===== src/rtl/i2cm_pkg.sv =====
package i2cm_pkg;
    localparam int REG_AW  = 3;
    localparam int BYTE_W  = 8;
    localparam int DIV_W   = 16;

    localparam logic [REG_AW-1:0] IDX_DIV_LO = 3'd0;
    localparam logic [REG_AW-1:0] IDX_DIV_HI = 3'd1;
    localparam logic [REG_AW-1:0] IDX_CTRL   = 3'd2;
    localparam logic [REG_AW-1:0] IDX_DATA   = 3'd3;
    localparam logic [REG_AW-1:0] IDX_CMD    = 3'd4;

    localparam int CMD_STA  = 7;
    localparam int CMD_STO  = 6;
    localparam int CMD_RD   = 5;
    localparam int CMD_WR   = 4;
    localparam int CMD_NACK = 3;

    typedef enum logic [2:0] {
        ST_IDLE,
        ST_START,
        ST_BIT,
        ST_ACK,
        ST_STOP
    } i2cm_state_e;
endpackage


===== src/rtl/i2cm_linemon.sv =====
module i2cm_linemon #(
    parameter int SYNC_STAGES = 2
) (
    input  logic clk,
    input  logic rst_n,
    input  logic scl_i,
    input  logic sda_i,
    output logic sda_s_o,
    output logic bus_busy_o
);
    logic [SYNC_STAGES-1:0] scl_sr, sda_sr;
    logic scl_prev, sda_prev, scl_s, start_det, stop_det;

    assign scl_s   = scl_sr[SYNC_STAGES-1];
    assign sda_s_o = sda_sr[SYNC_STAGES-1];

    assign start_det = scl_s && scl_prev && sda_prev && !sda_s_o;
    assign stop_det  = scl_s && scl_prev && !sda_prev && sda_s_o;

    always_ff @(posedge clk or negedge rst_n) begin
        if (!rst_n) begin
            scl_sr     <= '1;
            sda_sr     <= '1;
            scl_prev   <= 1'b1;
            sda_prev   <= 1'b1;
            bus_busy_o <= 1'b0;
        end else begin
            scl_sr   <= {scl_sr[SYNC_STAGES-2:0], scl_i};
            sda_sr   <= {sda_sr[SYNC_STAGES-2:0], sda_i};
            scl_prev <= scl_s;
            sda_prev <= sda_s_o;
            if (start_det)
                bus_busy_o <= 1'b1;
            else if (stop_det)
                bus_busy_o <= 1'b0;
        end
    end
endmodule


===== src/rtl/i2cm_tick.sv =====
module i2cm_tick #(
    parameter int DIV_W = 16
) (
    input  logic             clk,
    input  logic             rst_n,
    input  logic             run_i,
    input  logic [DIV_W-1:0] div_i,
    output logic             tick_o
);
    logic [DIV_W-1:0] cnt_q;

    assign tick_o = run_i && (cnt_q == '0);

    always_ff @(posedge clk or negedge rst_n) begin
        if (!rst_n)
            cnt_q <= '1;
        else if (!run_i || tick_o)
            cnt_q <= div_i;
        else
            cnt_q <= cnt_q - 1'b1;
    end
endmodule


===== src/rtl/i2cm_fsm.sv =====
module i2cm_fsm
    import i2cm_pkg::*;
#(
    parameter int W = BYTE_W
) (
    input  logic         clk,
    input  logic         rst_n,
    input  logic         tick_i,
    input  logic         go_i,
    input  logic         cmd_sta_i,
    input  logic         cmd_sto_i,
    input  logic         cmd_rd_i,
    input  logic         cmd_wr_i,
    input  logic         cmd_nack_i,
    input  logic [W-1:0] txd_i,
    input  logic         sda_s_i,
    output logic         tip_o,
    output logic         scl_rel_o,
    output logic         sda_rel_o,
    output logic         ack_rx_o,
    output logic [W-1:0] rxd_o
);
    localparam int BW = $clog2(W);

    i2cm_state_e   st_q;
    logic [1:0]    q_q;
    logic [BW-1:0] bit_q;
    logic [W-1:0]  tx_q, rx_q;
    logic          f_sto, f_rd, f_wr, f_nack, owned_q;

    always_ff @(posedge clk or negedge rst_n) begin
        if (!rst_n) begin
            st_q     <= ST_IDLE;
            q_q      <= 2'd0;
            bit_q    <= '1;
            tx_q     <= '0;
            rx_q     <= '0;
            rxd_o    <= '0;
            ack_rx_o <= 1'b0;
            owned_q  <= 1'b0;
            f_sto    <= 1'b0;
            f_rd     <= 1'b0;
            f_wr     <= 1'b0;
            f_nack   <= 1'b0;
        end else if (go_i && st_q == ST_IDLE) begin
            f_sto  <= cmd_sto_i;
            f_rd   <= cmd_rd_i;
            f_wr   <= cmd_wr_i;
            f_nack <= cmd_nack_i;
            tx_q   <= txd_i;
            bit_q  <= '1;
            q_q    <= 2'd0;
            if (cmd_sta_i)                  st_q <= ST_START;
            else if (cmd_rd_i || cmd_wr_i)  st_q <= ST_BIT;
            else if (cmd_sto_i)             st_q <= ST_STOP;
        end else if (tick_i && st_q != ST_IDLE) begin
            q_q <= q_q + 2'd1;
            unique case (st_q)
                ST_START: if (q_q == 2'd3) begin
                    owned_q <= 1'b1;
                    if (f_rd || f_wr)  st_q <= ST_BIT;
                    else if (f_sto)    st_q <= ST_STOP;
                    else               st_q <= ST_IDLE;
                end
                ST_BIT: begin
                    if (q_q == 2'd2)
                        rx_q <= {rx_q[W-2:0], sda_s_i};
                    if (q_q == 2'd3) begin
                        tx_q  <= {tx_q[W-2:0], 1'b0};
                        bit_q <= bit_q - 1'b1;
                        if (bit_q == '0)
                            st_q <= ST_ACK;
                    end
                end
                ST_ACK: begin
                    if (q_q == 2'd2 && f_wr)
                        ack_rx_o <= sda_s_i;
                    if (q_q == 2'd3) begin
                        if (f_rd)
                            rxd_o <= rx_q;
                        st_q <= f_sto ? ST_STOP : ST_IDLE;
                    end
                end
                ST_STOP: if (q_q == 2'd3) begin
                    owned_q <= 1'b0;
                    st_q    <= ST_IDLE;
                end
                default: ;
            endcase
        end
    end

    always_comb begin
        tip_o = (st_q != ST_IDLE);
        unique case (st_q)
            ST_START: begin
                scl_rel_o = (q_q == 2'd0) ? !owned_q : (q_q != 2'd3);
                sda_rel_o = (q_q < 2'd2);
            end
            ST_BIT: begin
                scl_rel_o = (q_q == 2'd1) || (q_q == 2'd2);
                sda_rel_o = f_rd || tx_q[W-1];
            end
            ST_ACK: begin
                scl_rel_o = (q_q == 2'd1) || (q_q == 2'd2);
                sda_rel_o = f_wr || f_nack;
            end
            ST_STOP: begin
                scl_rel_o = (q_q != 2'd0);
                sda_rel_o = (q_q >= 2'd2);
            end
            default: begin
                scl_rel_o = !owned_q;
                sda_rel_o = 1'b1;
            end
        endcase
    end

    AST_BUSY_NEEDS_CMD: assert property (@(posedge clk) disable iff (!rst_n)
        $rose(tip_o) |-> $past(go_i));
    AST_PHASE_ON_TICK: assert property (@(posedge clk) disable iff (!rst_n)
        (q_q != $past(q_q)) |-> $past(tick_i));
    AST_SDA_STILL_SCL_HIGH: assert property (@(posedge clk) disable iff (!rst_n)
        ((st_q == ST_BIT || st_q == ST_ACK) && scl_rel_o && $past(scl_rel_o))
        |-> $stable(sda_rel_o));
endmodule


===== src/rtl/i2c_byte_master.sv =====
module i2c_byte_master
    import i2cm_pkg::*;
#(
    parameter int SYNC_STAGES = 2
) (
    input  logic              clk,
    input  logic              rst_n,
    input  logic [REG_AW-1:0] reg_addr,
    input  logic              reg_wr,
    input  logic [BYTE_W-1:0] reg_wdata,
    output logic [BYTE_W-1:0] reg_rdata,
    input  logic              scl_i,
    input  logic              sda_i,
    output logic              scl_oe_n,
    output logic              sda_oe_n
);
    localparam int HALF = DIV_W / 2;

    logic [DIV_W-1:0]  div_q;
    logic              en_q;
    logic [BYTE_W-1:0] txd_q, rxd;
    logic              go, tick, tip, ack_rx, bus_busy, sda_s, scl_rel, sda_rel;
    logic [BYTE_W-1:0] status;
    logic              unused_wbits;

    assign unused_wbits = ^{reg_wdata[2:0]};

    always_ff @(posedge clk or negedge rst_n) begin
        if (!rst_n) begin
            div_q <= '1;
            en_q  <= 1'b0;
            txd_q <= '0;
        end else if (reg_wr) begin
            unique case (reg_addr)
                IDX_DIV_LO: div_q[HALF-1:0]     <= reg_wdata;
                IDX_DIV_HI: div_q[DIV_W-1:HALF] <= reg_wdata;
                IDX_CTRL:   en_q                <= reg_wdata[7];
                IDX_DATA:   txd_q               <= reg_wdata;
                default: ;
            endcase
        end
    end

    assign go     = reg_wr && (reg_addr == IDX_CMD) && en_q && !tip;
    assign status = {ack_rx, bus_busy, 4'b0000, tip, 1'b0};

    always_comb begin
        unique case (reg_addr)
            IDX_DIV_LO: reg_rdata = div_q[HALF-1:0];
            IDX_DIV_HI: reg_rdata = div_q[DIV_W-1:HALF];
            IDX_CTRL:   reg_rdata = {en_q, 7'b0};
            IDX_DATA:   reg_rdata = rxd;
            IDX_CMD:    reg_rdata = status;
            default:    reg_rdata = '0;
        endcase
    end

    i2cm_linemon #(.SYNC_STAGES(SYNC_STAGES)) u_mon (
        .clk(clk), .rst_n(rst_n), .scl_i(scl_i), .sda_i(sda_i),
        .sda_s_o(sda_s), .bus_busy_o(bus_busy)
    );

    i2cm_tick #(.DIV_W(DIV_W)) u_tick (
        .clk(clk), .rst_n(rst_n), .run_i(tip), .div_i(div_q), .tick_o(tick)
    );

    i2cm_fsm #(.W(BYTE_W)) u_fsm (
        .clk(clk), .rst_n(rst_n), .tick_i(tick), .go_i(go),
        .cmd_sta_i(reg_wdata[CMD_STA]), .cmd_sto_i(reg_wdata[CMD_STO]),
        .cmd_rd_i(reg_wdata[CMD_RD]), .cmd_wr_i(reg_wdata[CMD_WR]),
        .cmd_nack_i(reg_wdata[CMD_NACK]), .txd_i(txd_q), .sda_s_i(sda_s),
        .tip_o(tip), .scl_rel_o(scl_rel), .sda_rel_o(sda_rel),
        .ack_rx_o(ack_rx), .rxd_o(rxd)
    );

    assign scl_oe_n = scl_rel;
    assign sda_oe_n = sda_rel;

    AST_NO_START_DISABLED: assert property (@(posedge clk) disable iff (!rst_n)
        !en_q |=> !$rose(tip));
endmodule


===== config.mk =====
export PLATFORM = sky130hd
export DESIGN_NAME = i2c_byte_master
export DESIGN_NICKNAME = d
export VERILOG_FILES = /design/src/rtl/i2cm_pkg.sv /design/src/rtl/i2cm_linemon.sv /design/src/rtl/i2cm_tick.sv /design/src/rtl/i2cm_fsm.sv /design/src/rtl/i2c_byte_master.sv
export SDC_FILE = /design/constraint.sdc
export NUM_CORES = 1
export LEC_CHECK = 0
export CAP_MARGIN = 20
export CORE_MARGIN = 2
export CORE_UTILIZATION = 50
export CTS_CLUSTER_SIZE = 12
export DETAILED_ROUTE_END_ITERATION = 8
export PLACE_DENSITY = 0.77
export SLEW_MARGIN = 40
export SYNTH_ARGS = -nofsm -noshare
export SYNTH_HDL_FRONTEND = slang
export SYNTH_SLANG_ARGS = --single-unit

===== constraint.sdc =====
create_clock -name clk -period 1.79 [get_ports clk]
set_input_delay 0.358 -clock clk [delete_from_list [all_inputs] [get_ports clk]]
set_output_delay 0.358 -clock clk [all_outputs]
set_load 0.005 [all_outputs]

== Word-level counts from Yosys, hierarchy flattened ==
Index checks and enable logic that the tools add are counted.

* Register bits after elaboration: 86
* Input port bits: 16
* Output and inout port bits: 10
* Logic and storage cells: 127

* Add/sub/neg operators: 3
* $lt $le $gt $ge: 2
* Equal/unequal tests: 20
* Muxes and demuxes: 33
* Bitwise logic cells: 1
* Reductions and logical operators: 46

{| class="wikitable"
|+ Operator list
! kind !! count
|-
| two-way mux 3 bit || 16
|-
| case mux 8 bit (5 select lines) || 1
|-
| two-way mux 8 bit || 4
|-
| zero test 16 bit || 1
|-
| two-way mux 16 bit || 1
|-
| subtractor 16 x 1 -> 16 bit, second input constant || 1
|-
| inequality test 3 x 1 -> 1 bit, second input constant || 5
|-
| == test 3 x 2 -> 1 bit, second input constant || 4
|-
| logical AND 1 bit || 12
|-
| case mux 3 bit (4 select lines) || 1
|-
| nonzero test 2 bit || 6
|-
| AND reduction 5 bit || 2
|-
| zero test 3 bit || 3
|-
| AND reduction 2 bit || 4
|-
| AND reduction 4 bit || 2
|-
| AND reduction 8 bit || 1
|-
| == test 3 x 1 -> 1 bit, second input constant || 2
|-
| == test 3 bit, second input constant || 2
|-
| logical OR 1 bit || 6
|-
| two-way mux 1 bit || 5
|-
| nonzero test 5 bit || 1
|-
| == test 2 bit, second input constant || 2
|-
| zero test 1 bit || 4
|-
| two-way mux 2 bit || 2
|-
| other kinds (16) || 17
|}

== Depth between registers and ports, before layout ==
* Depth in word-level cells: 7
* Gate-level depth with buffers: 8

== Cells and area by module ==
From an unflattened synthesis, not the netlist that was laid out.

* Cells, all modules: 366
* Area, all modules: 4281.6 µm²

{| class="wikitable"
|+ By module, submodules not included
! module !! instances !! cells an instance !! area an instance (µm²) !! sequential area each (µm²)
|-
| i2cm_fsm || 1 || 173 || 1913.1 || 954.7
|-
| i2c_byte_master || 1 || 93 || 1267.5 || 645.6
|-
| i2cm_tick || 1 || 89 || 884.6 || 420.4
|-
| i2cm_linemon || 1 || 11 || 216.5 || 182.7
|}

== Least setup slack after synthesis ==
Ideal clock, no wire load.

* Path type: flip-flop to flip-flop
* From: reg u_tick.cnt_q[8]
* To: reg u_tick.cnt_q[0]
* Setup time: 0.073 ns
* Arrival time: 1.710 ns
* Required time: 1.717 ns
* Slack: 0.007 ns
* Stages on the path, launching flop included: 8
* Clock period less this slack: 1.783 ns
* Path through: dfstp_2 -> nor3_1 -> and4_1 -> buf_4 -> a21oi_1 -> clkbuf_1 -> nor2_1 -> a21oi_1

* Cells in the longest elaborated chain, start to end: 4

{| class="wikitable"
|+ RTL lines
! element !! RTL line !! source
|-
| from (decl) || i2cm_tick.sv:10 || <nowiki>logic [DIV_W-1:0] cnt_q;</nowiki>
|-
| from (signal assigned) || i2cm_tick.sv:18 || <nowiki>cnt_q <= div_i;</nowiki>
|-
| from (signal assigned) || i2cm_tick.sv:20 || <nowiki>cnt_q <= cnt_q - 1'b1;</nowiki>
|-
| zero test 16 bit || i2cm_tick.sv:12 || <nowiki>assign tick_o = run_i && (cnt_q == '0);</nowiki>
|-
| logical AND 1 bit || i2cm_tick.sv:12 ||
|-
| logical OR 1 bit || i2cm_tick.sv:17 || <nowiki>else if (!run_i || tick_o)</nowiki>
|-
| two-way mux 16 bit || i2cm_tick.sv:17 ||
|}

No other way between the ends.
A chain may end at the register's enable or synchronous reset.

== Worst setup path in the final report ==
* From: reg u_tick.cnt_q[2]
* To: reg u_tick.cnt_q[7]

* Cells in the longest elaborated chain, start to end: 4
* Elaborated cells on any way between the ends: 5
* Those cells by class: 1 x add/sub; 1 x mux; 3 x reduce/logical

{| class="wikitable"
|+ RTL lines
! element !! RTL line
|-
| parallel branches: the longest is 3 deep, another holds subtractor 16 x 1 -> 16 bit || n/a
|-
| two-way mux 16 bit (*) || i2cm_tick.sv:17
|}

Every way passes the cells marked *.

==> metrics.yaml <==
setup_path:
  cp_data_required_time_ns: 2.05
  end_kind: "flop"
  critPathKind: "reg -> reg"
  critPathMaxFanout: 8
  startpoint_type: "flop"
  cp.arrival_ns: 2.25
yosys:
  synth_cells: 376
  yosysUniqueCellTypes: 54
  synth_top_family_by_area: "multiplexers"
  syn_nets: 399
  syn-mean-instance-area_um2: 11.2
  async_reset_ff_share_pct: 100
  synth_compound_area_share_pct: 9.28
  synth_ff_type: "dfrtp_1"
  netlist_area_um2: 4210
  synth_xor_area_share_pct: 2.91
  yosysWarningCount: 0
  synthAdderAreaFrac_pct: 2.08
  seq_area_frac_synth_pct: 52.4
  ys_seq_elements: 86
  yosys.area_share.simple_pct: 14.2
  synthMuxAreaShare_pct: 16.4
  synth-edff-count: 0
route:
  drt_pass1_iterations: 5
  vias: 3428
  drt_iter0_markers: 209
  routed_wl_um: 11200
  viasPerCell: 5.69
  routedWlPerCell_um: 18.7
  drc: 0
  ant_nets: 0
place:
  place_hpwl_um: 6900
  port_buffers: 25
  routabilityCongestion: 0.882
  pre_cts_slack_ns: -0.580
  place_area_um2: 5090
floorplan:
  fp.dieH_um: 95.7
  fp.dieW_um: 95.7
  die_area_um2: 9160
  num_rows: 33
  start_util_pct: 51.5
  design.core.area_um2: 8180
  ios: 26
flow_run:
  cap_viol_max_count: 0
cts:
  cts_tree: "built"
  root_buffer: "clkbuf_8"
  clk_latency_ns: 0.35
  clk_pin_slew_ns: 0.08
  cts_buffers: 9
  h-tree-depth: 3
  clk_path_buf_depth: 2
  cts_sinks: 86
cells_and_area:
  drive_gt1_share_pct: 53.9
  syn2layout_area_growth_pct: 39.6
  n_antenna_cell: 0
  final_area_um2: 5870
  nNetsFinal: 515
timing:
  setup_ws_ns: -0.203
  rsz0062_at_grt: "true"
  worstMarginPinSlew_ns: 0.478
  max_freq_mhz: 502
  hold_viol_final: 0
  fin_crit_ns: 1.99
  skew_ns: 0.00974
  slew_headroom_pct: 68.1
  drv_slew: 0
  hold_ws_ns: 0.356
  setup_viol: 44
  fin_crit_sh_pct: 111
outcome:
  violations: "negative setup slack"
  status: "finished with violations"
pwr:
  intPower_mw: 4.91
  cellPowerDensity_nw_per_um2: 1320
  p_total_mw: 7.73
  leakage_nw: 2.67
  comb_power_share_pct: 43.9
  vdd_ir_drop_max_v: 0.000737
  p_sw_mw: 2.82
  pwr-share-seq_pct: 39.9
  clockPowerShare_pct: 16.2
  p_sw_share_pct: 36.5
hold_path:
  min_path_type: "reg -> reg"
global_routing:
  grt_start_max_net_pins: 37
  track_usage_pct: 24.4
  first_global_vias: 3312
  antenna_found_initial: 0
  grt-ovfl-total: 0
  grt_pass1_wl_um: 16800
[stage by stage]
step	std cells	TNS (ns)	utilization (%)
after floorplan	376	0	-
after global placement	560	-18.05	62.2
after detailed placement	560	-19.91	62.2
after CTS	594	-1.29	67.4
after global routing	602	-6.44	71.9
final	602	-3.03	71.9
[cells in the mapped netlist (8+ instances only)]
cell,count,area (um^2)
mux2_1,26,293
a21oi_1,34,170
clkbuf_1,10,37.5
mux2i_1,16,160
o21ai_0,11,55.1
dfrtp_1,45,1130
nand2_1,25,93.8
xor2_1,8,70.1
inv_1,10,37.5
dfstp_2,41,1080
mux2_2,19,214
nor2_1,47,176
[layout by cell type (no fill, tap or decap), drive strengths merged, types with 9 or more instances in the layout]
| cell type | Yosys | final |
|---|---|---|
| a21oi | 34 | 34 |
| buf | 5 | 100 |
| clkbuf | 10 | 16 |
| clkdlybuf4s50 | 0 | 11 |
| dfrtp | 45 | 45 |
| dfstp | 41 | 41 |
| inv | 12 | 13 |
| mux2 | 45 | 45 |
| mux2i | 16 | 16 |
| nand2 | 25 | 25 |
| nand3 | 8 | 9 |
| nor2 | 48 | 48 |
| o21ai | 12 | 12 |
[power groups by stage]
stage          combinational [mW]  clock [mW]  sequential (mW)
4_1_cts                      2.48        1.28             3.03
3_3_place_gp                 2.27           0             3.02
2_1_floorplan                1.31           0             2.96
3_5_place_dp                 2.33           0             3.05
6_report                     3.40        1.25             3.08
5_1_grt                      3.64        1.37             3.13
[cell type report]
class                      instances  area [um^2]
inverter                          12         47.5
tap                              105          131
fill                             500         2300
sequential                        86         2210
multi-input combinational        264         2300
timing repair buffer             119         1020
clock inverter                     4         21.3
clock buffer                      12          156
[cell families (layout without fill, tap and decap cells)]
family,after synthesis,in the layout
AND/OR/NAND/NOR,113,114
flip-flops,86,86
AO/OA/AOI/OAI,67,67
multiplexers,62,62
buffers and inverters,27,147
XOR/XNOR,14,14
adder cells (fa/ha/maj),7,7
[worst max-delay path, stage by stage, from the launching register on]
cell,delay (ns)
dfstp_2,0.57
nor4_4,0.06
buf_4,0.14
and4_1,0.15
buf_6,0.14
a21oi_4,0.30
clkbuf_16,0.26
nor2_4,0.04
a31oi_1,0.22
[per-layer routing]
metal  share of wire (%)  track usage (%)  vias up
li1                    -                -     1558
met1                  41             32.6     1719
met4                 3.0             10.1        0
met2                  51             39.7      126
met3                 5.2             3.68       25
met5                   0                0        -
[flip-flops by register name, summed over array words and instances, names as in the netlist]
name and flops:
txd_q 8, u_mon.bus_busy_o 1, u_fsm.f_sto 1, u_fsm.rxd_o 8
u_mon.scl_sr 2, u_fsm.st_q 3, u_fsm.f_wr 1, div_q 16
u_tick.cnt_q 16, u_fsm.owned_q 1, u_mon.sda_prev 1, u_fsm.f_nack 1
en_q 1, u_mon.sda_sr 2, u_fsm.rx_q 8, u_fsm.ack_rx_o 1
u_fsm.f_rd 1, u_mon.scl_prev 1, u_fsm.bit_q 3, u_fsm.tx_q 8
u_fsm.q_q 2
[what timing repair did]
action                     in CTS  in global routing
cloned                          1                  3
buffers inserted               16                  7
setup endpoints to repair      46                 53
hold endpoints to repair       12                  0
resized for setup              77                 80
pin swaps                       7                 30
hold buffers                    1                  0
[path summary, 6_finish.rpt]
| path | start | endpoint | slack (ns) | cells past startpoint |
|---|---|---|---|---|
| max | u_tick.cnt_q[2]$_DFF_PN1_ | u_tick.cnt_q[7]$_DFF_PN1_ | -0.20 | 8 |
| min in group asynchronous | rst_n | txd_q[1]$_DFFE_PN0P_ | 0.50 | 2 |
| min | u_mon.scl_sr[0]$_DFF_PN1_ | u_mon.scl_sr[1]$_DFF_PN1_ | 0.36 | 0 |
| max in group asynchronous | rst_n | div_q[11]$_DFFE_PN1P_ | 0.67 | 3 |
| min reg2reg | u_mon.scl_sr[0]$_DFF_PN1_ | u_mon.scl_sr[1]$_DFF_PN1_ | 0.36 | 0 |
| max reg2reg | u_tick.cnt_q[2]$_DFF_PN1_ | u_tick.cnt_q[7]$_DFF_PN1_ | -0.20 | 8 |
No activity file was read; power rests on OpenSTA's default activity.
